==> config.mk <==
export PLATFORM = sky130hd
export DESIGN_NAME = spi_byte_port
export DESIGN_NICKNAME = d
export VERILOG_FILES = /design/src/rtl/spi_byte_port.sv
export SDC_FILE = /design/constraint.sdc
export NUM_CORES = 1
export LEC_CHECK = 0
export BUFFER_PORTS_ARGS = -buffer_cell sky130_fd_sc_hd__buf_2
export CORE_ASPECT_RATIO = 1.2
export CORE_MARGIN = 2
export CORE_UTILIZATION = 62
export CTS_CLUSTER_DIAMETER = 60
export CTS_CLUSTER_SIZE = 25
export DETAILED_ROUTE_END_ITERATION = 6
export PLACE_DENSITY_LB_ADDON = 0.08
export SYNTH_ARGS = -nofsm -noshare
export SYNTH_HDL_FRONTEND = slang
export SYNTH_SLANG_ARGS = --single-unit
==> constraint.sdc <==
create_clock -name clk -period 5.2 [get_ports clk]
set_input_delay 0 -clock clk [delete_from_list [all_inputs] [get_ports clk]]
set_output_delay 0 -clock clk [all_outputs]
set_load 0.05 [all_outputs]
==> src/rtl/spi_byte_port.sv <==
module spi_byte_port #(
  parameter int DIV = 20
) (
  input  logic       clk,
  input  logic       rst_n,
  input  logic [1:0] bus_addr,
  input  logic [7:0] bus_wdata,
  input  logic       bus_wr,
  input  logic       bus_rd,
  output logic [7:0] bus_rdata,
  input  logic       port_en,
  input  logic       master,
  input  logic       irq_en,
  input  logic       sck_in,
  output logic       sck_out,
  input  logic       sdi,
  output logic       sdo,
  output logic       irq
);
  localparam int CW = $clog2(DIV + 1);
  localparam logic [CW-1:0] DLAST = CW'(DIV - 1);

  logic [7:0] rbuf, shreg;
  logic       order, ovr, iflag, rbf, busy, sdo_q, sck_q;
  logic [1:0] dsel;
  logic [2:0] bitcnt, ssync;
  logic [5:0] dly;
  logic [CW-1:0] div;

  wire sel_rb   = bus_addr == 2'd0;
  wire sel_wb   = bus_addr == 2'd1;
  wire sel_st   = bus_addr == 2'd2;
  wire rb_read  = bus_rd && sel_rb;
  wire run_clk  = master && (busy || sck_q);
  wire m_rise   = run_clk && div == DLAST && !sck_q;
  wire s_rise   = !master && ssync[1] && !ssync[2];
  wire shift_ev = busy && (m_rise || s_rise);
  wire [7:0] nxt = order ? {sdi, shreg[7:1]} : {shreg[6:0], sdi};

  always_ff @(posedge clk or negedge rst_n) begin
    if (!rst_n) begin
      rbuf <= '0; shreg <= '0; order <= 1'b0; dsel <= '0;
      ovr <= 1'b0; iflag <= 1'b0; rbf <= 1'b0; busy <= 1'b0;
      sdo_q <= 1'b0; sck_q <= 1'b0; bitcnt <= '0; ssync <= '0;
      dly <= '0; div <= '0;
    end else begin
      ssync <= {ssync[1:0], sck_in};
      if (run_clk) begin
        if (div == DLAST) begin
          div   <= '0;
          sck_q <= ~sck_q;
        end else div <= div + 1'b1;
      end else begin
        div   <= '0;
        sck_q <= 1'b0;
      end
      if (bus_wr && sel_st) begin
        order <= bus_wdata[7];
        dsel  <= bus_wdata[6:5];
        if (!bus_wdata[4]) ovr <= 1'b0;
        if (!bus_wdata[3]) iflag <= 1'b0;
      end
      if (rb_read) rbf <= 1'b0;
      if (dly != 6'd0) begin
        dly <= dly - 6'd1;
        if (dly == 6'd1) sdo_q <= order ? shreg[0] : shreg[7];
      end
      if (!port_en) begin
        busy <= 1'b0; bitcnt <= '0; dly <= '0; sdo_q <= 1'b0;
      end else if (bus_wr && sel_wb) begin
        shreg  <= bus_wdata;
        busy   <= 1'b1;
        bitcnt <= '0;
        dly    <= '0;
        sdo_q  <= order ? bus_wdata[0] : bus_wdata[7];
      end else if (shift_ev) begin
        shreg  <= nxt;
        bitcnt <= bitcnt + 3'd1;
        if (bitcnt == 3'd7) begin
          busy <= 1'b0;
          dly  <= '0;
          if (rbf && !rb_read) ovr <= 1'b1;
          else begin
            rbuf  <= nxt;
            rbf   <= 1'b1;
            iflag <= 1'b1;
          end
        end else dly <= {1'b0, dsel, 3'b000} + 6'd8;
      end
    end
  end

  always_comb begin
    bus_rdata = 8'h00;
    if (sel_rb) bus_rdata = rbuf;
    else if (sel_st) bus_rdata = {order, dsel, ovr, iflag, 2'b00, rbf};
  end

  assign sck_out = sck_q;
  assign sdo     = port_en & sdo_q;
  assign irq     = iflag & irq_en;
endmodule


Yosys cells after proc, flatten, opt, wreduce, memory -nomap -nowiden

Cells that the tools add are included.

Add/sub/neg operators: 4
Multiply operators: 0
Reductions and logical operators: 23
Div/mod/pow operators: 0
Equality and inequality tests: 11
Bitwise logic cells: 5
Shift operators: 0
Order comparisons: 0
Muxes and demuxes: 47

Operators with widths:

| operator              | count |
|---|---|
| $mux W8               | 5 |
| $mux W1               | 32 |
| $mux W6               | 5 |
| $ne A3 B1 Y1 const B  | 4 |
| $logic_and A1 B1 Y1   | 10 |
| $mux W5               | 2 |
| $mux W3               | 3 |
| $add A5 B4 Y6 const B | 1 |
| $eq A6 B1 Y1 const B  | 1 |
| $reduce_and A2 Y1     | 3 |
| $reduce_bool A6 Y1    | 1 |
| $sub A6 B1 Y6 const B | 1 |
| $add A5 B1 Y5 const B | 1 |
| $eq A5 B5 Y1 const B  | 1 |
| $reduce_and A5 Y1     | 1 |
| $logic_not A1 Y1      | 4 |
| $ne A4 B1 Y1 const B  | 1 |
| $add A3 B1 Y3 const B | 1 |
| $eq A3 B3 Y1 const B  | 1 |
| $not A1 Y1            | 3 |
| $and A1 B1 Y1         | 2 |
| $eq A2 B1 Y1 const B  | 1 |
| $eq A2 B2 Y1 const B  | 1 |
| $logic_not A2 Y1      | 1 |
| other kinds (3)       | 4 |

Bits in writable memories: 0
Input bits: 19
Register bits: 42
Bits in latches: 0
Output and inout bits: 11
Memory bits (read-only): 0
Memories: 0
Word-level logic and storage cells: 104

Longest topological paths before layout

Word-level depth: 9
Mapped depth: 7
Depth with buffers taken out: 6

Worst setup path after synthesis

OpenSTA, ideal clock, no wires.

Path kind: register to register
From: register div[0]
To: register rbuf[0]
Clock period less this slack: 1.835 ns
Required time: 5.075 ns
Buffers on the path: 1
Slack: 3.365 ns
Data arrival time: 1.710 ns
Library setup time: 0.125 ns
Cell stages (with the launch flop): 7
Path through: dfrtp_1 > ha_1 > nand4bb_4 > o31ai_4 > o2111a_1 > buf_6 > mux2_4

Cells in the longest elaborated chain, start to end: 6

Ends and longest elaborated chain:

| element                          | RTL line | RTL |
|---|---|---|
| from (decl)                      | 28       | `logic [CW-1:0] div;` |
| from (signal assigned)           | 52       | `end else div <= div + 1'b1;` |
| $eq A5 B5 Y1                     | 35       | `wire m_rise = run_clk && div == DLAST && !sck_q;` |
| $logic_and A1 B1 Y1 (2 in a row) | 35       |  |
| $logic_or A1 B1 Y1               | 37       | `wire shift_ev = busy && (m_rise \|\| s_rise);` |
| $logic_and A1 B1 Y1              | 37       |  |
| $reduce_and A5 Y1 (no line)      | --       |  |
| to (signal assigned)             | 84       | `rbuf <= nxt;` |
| to (decl)                        | 23       | `logic [7:0] rbuf, shreg;` |

Every way passes these cells.
A chain may end at the register's enable or synchronous reset.

Worst setup path after layout

From: register div[0]
To: register rbuf[7]

The elaborated chain is that of the path after synthesis.

==> summary.md <==
| Metric | Value |
|---|---|
| Status | `completed` |
| Initial DRC count | `86` |
| Ports | `30` |
| Ys flop type | `dfrtp_1` |
| PostCTS Resize Cnt | `0` |
| Ant. Diodes | `0` |
| Drt via density | `approximately 6` |
| Worst Path Max Fanout | `21` |
| Peak supply drop | `0.000292 V` |
| # clock sinks | `42` |
| Tightest Pin Transition | `924 ps` |
| Peak Freq | `366 MHz` |
| Count leader, synth | `dfrtp_1` |
| Fraction of synthesized cell area in xor and xnor cells | `around 1.9%` |
| Final Slew Violations | `0` |
| Synth Area in Compound Gates | `11.5%` |
| Area leader, netlist | `dfrtp_1` |
| Power per cell area | `326 nW/um^2` |
| Die height | `70.9 microns` |
| Finished Layout Cells | `280` |
| Tcrit/Tclk final | `a little over half` |
| Tmin final | `2730 ps` |
| Cells after synthesis | `208` |
| Vias in the first global route | `1755` |
| Largest net degree at the start of global routing | `43` |
| Setup-failing EPs final | `0` |
| ANT nets after route | `0` |
| Worst Path Required | `5380 ps` |
| P_leak | `between 1 and 1.5 nW` |
| # H-tree levels | `2` |
| Min-Delay Path Class | `in2reg` |
| Die X-Extent | `59.8 microns` |
| Critical Path Start Type | `flip-flop` |
| Max_cap viols | `0` |
| Post-synth top cells | `dfrtp_1 (42), nor2_1 (23), and3_1 (17)` |
| Syn avg cell area | `11.1 sq um` |
| FFs w/ async S/R, synth | `100%` |
| Global-route wire length before repair | `around 8000 microns` |
| Total GRT Usage | `between 20% and 30%` |
| Post-DP HPWL | `around 3300 microns` |
| Layout Area Growth over Synthesis | `12.0%` |
| Yosys reg bits | `42` |
| Slew HR | `38.4%` |
| Largest family of logic cells by synthesized area | `simple AND/OR/NAND/NOR gates` |
| FILL cells | `268` |
| Post-Synth Adder-Cell Area | `3.78%` |
| Final setup TNS | `0 ps` |
| Cell Rows | `24` |
| Clock transition at the registers of the reported paths | `80 ps` |
| Drt wl/cell | `16.8 microns` |
| Final global-route overflow total | `0` |
| Simple-Gate Fraction of Synth Area | `18.3%` |
| Clock Latency Late Sink | `around 300 ps` |
| CP Capture Type | `flip-flop` |
| Share of cells above drive strength 1 | `24.5%` |
| Crit path arrival time | `~2900 ps` |
| Area contributors post-synth | `dfrtp_1 (45%), mux2_2 (5.4%), mux2i_1 (5.2%)` |
| Placed cells | `roughly 270` |
| Nets@finish | `roughly 270` |
| Final Skew | `roughly 13 ps` |
| Cts bufs inserted | `5` |
| Post-Syn Nets | `roughly 230` |
| Core area | `3600 sq um` |
| Post-synthesis mux area share | `15.7%` |
| Number of synthesized flops with an enable pin | `0` |
| Netlist area before placement | `2310 sq um` |
| Synth top area share | `around 45%` |
| Port Buf Inserts | `29` |
| TritonCTS clock tree | `yes` |
| Antenna violations before repair | `0` |
| Drt drc | `0` |
| Yosys Warn Count | `0` |
| Seq/Total Area, Yosys | `45.4%` |
| GPL Wtd Cong | `0.797` |
| Yosys cell types | `43` |
| Initial Utilization | `64.2%` |
| Via count | `around 1700` |
| Clock buffer depth | `2` |
| Die ar. | `approximately 4200 sq um` |
| DRT Wirelength | `4700 microns` |
| Final hold vios | `0` |
| Min Hold Slack | `13.0 ps` |
| WS Path Type | `reg2reg` |
| RSZ-0062 raised after global routing | `false` |
| Root Driver | `clkbuf_8` |
| TritonRoute pass-1 iters | `4` |
placed cells by master (no fill, tap or decap), drive strengths merged, types with 2 or more instances in the layout:
master	count
dfrtp	42
buf	29
nor2	23
mux2	19
and3	17
mux2i	12
nand2	9
a221o	8
ha	7
dlygate4sd3	7
o21ai	6
and2	5
nand2b	5
a21oi	5
clkbuf	5
inv	4
o21a	3
nand3	3
xnor2	3
a211oi	3
nor3	3
xor2	2
nor2b	2
nand3b	2
clkinv	2
nand4bb	2
power by group:
part	internal, mW	switching [mW]
registers	0.365	0.0414
clock network	0.0901	0.108
logic	0.115	0.125
path summary, 6_finish.rpt:
kind / to / startpoint / slack [ps] / depth (start not counted)
setup reg to reg: rbuf[7]$_DFFE_PN0P_ / div[0]$_DFF_PN0_ / 2470 / 5
setup / recovery: rbuf[7]$_DFFE_PN0P_ / div[0]$_DFF_PN0_ / 2470 / 5
max in group asynchronous: ssync[0]$_DFF_PN0_ / rst_n / 4240 / 2
hold reg to reg: ssync[1]$_DFF_PN0_ / ssync[0]$_DFF_PN0_ / 360 / 0
min in group asynchronous: iflag$_DFF_PN0_ / rst_n / 370 / 2
hold / removal: rbf$_DFF_PN0_ / bus_rd / 10 / 4
layer usage:
layer,wire length [microns],up-vias,track usage (%),share of wire (%)
li1,-,817,-,-
met5,0,-,0,0
met1,1990,825,30.8,42
met4,91,0,11.6,1.9
met3,148,7,5.67,3.2
met2,2470,31,41.1,52
cell families (layout without fill, tap and decap cells):
family                   count (synthesis)  count (layout)
AND/OR/NAND/NOR                         76              76
flip-flops                              42              42
AO/OA/AOI/OAI                           33              33
multiplexers                            31              31
buffers and inverters                   14              47
adder cells (fa/ha/maj)                  7               7
XOR/XNOR                                 5               5
final cells by class:
cell class	count	area [sq um]	area share, %
clock inverter	2	10.0	0.386
clock buffer	5	68.8	2.65
timing repair buffer	36	215	8.30
tap	39	48.8	1.88
multi-input combinational	152	1180	45.7
inverter	4	15.0	0.579
sequential	42	1050	40.5
stage by stage:
stage	utilization, %	power, mW	setup WS, ps	instance area, sq um
global placement	67.8	0.636	2550	2440
global route	71.9	0.900	2300	2590
CTS	71.9	0.849	2460	2590
detailed placement	67.8	0.648	2460	2440
finish	71.9	0.844	2470	2590
floorplan	-	0.588	3360	2310
critical path, cell delays in order (launching register included):
cell and delay (ps):
dfrtp_1 380, ha_1 280, nand4bb_4 170, o31ai_4 780, o2111a_1 660, mux2_4 350
state kept, by name, summed over array words and instances, names as in the netlist:
signal and count:
busy 1, rbuf 8, order 1, iflag 1, dly 6, dsel 2, shreg 8, ssync 3
div 5, ovr 1, sck_out 1, bitcnt 3, rbf 1, sdo_q 1
timing repair:
item,4_1_cts,5_1_grt
hold buffers,7,0
hold endpoints to repair,48,0
buffers inserted,0,0
(Power assumes the default switching activity.)
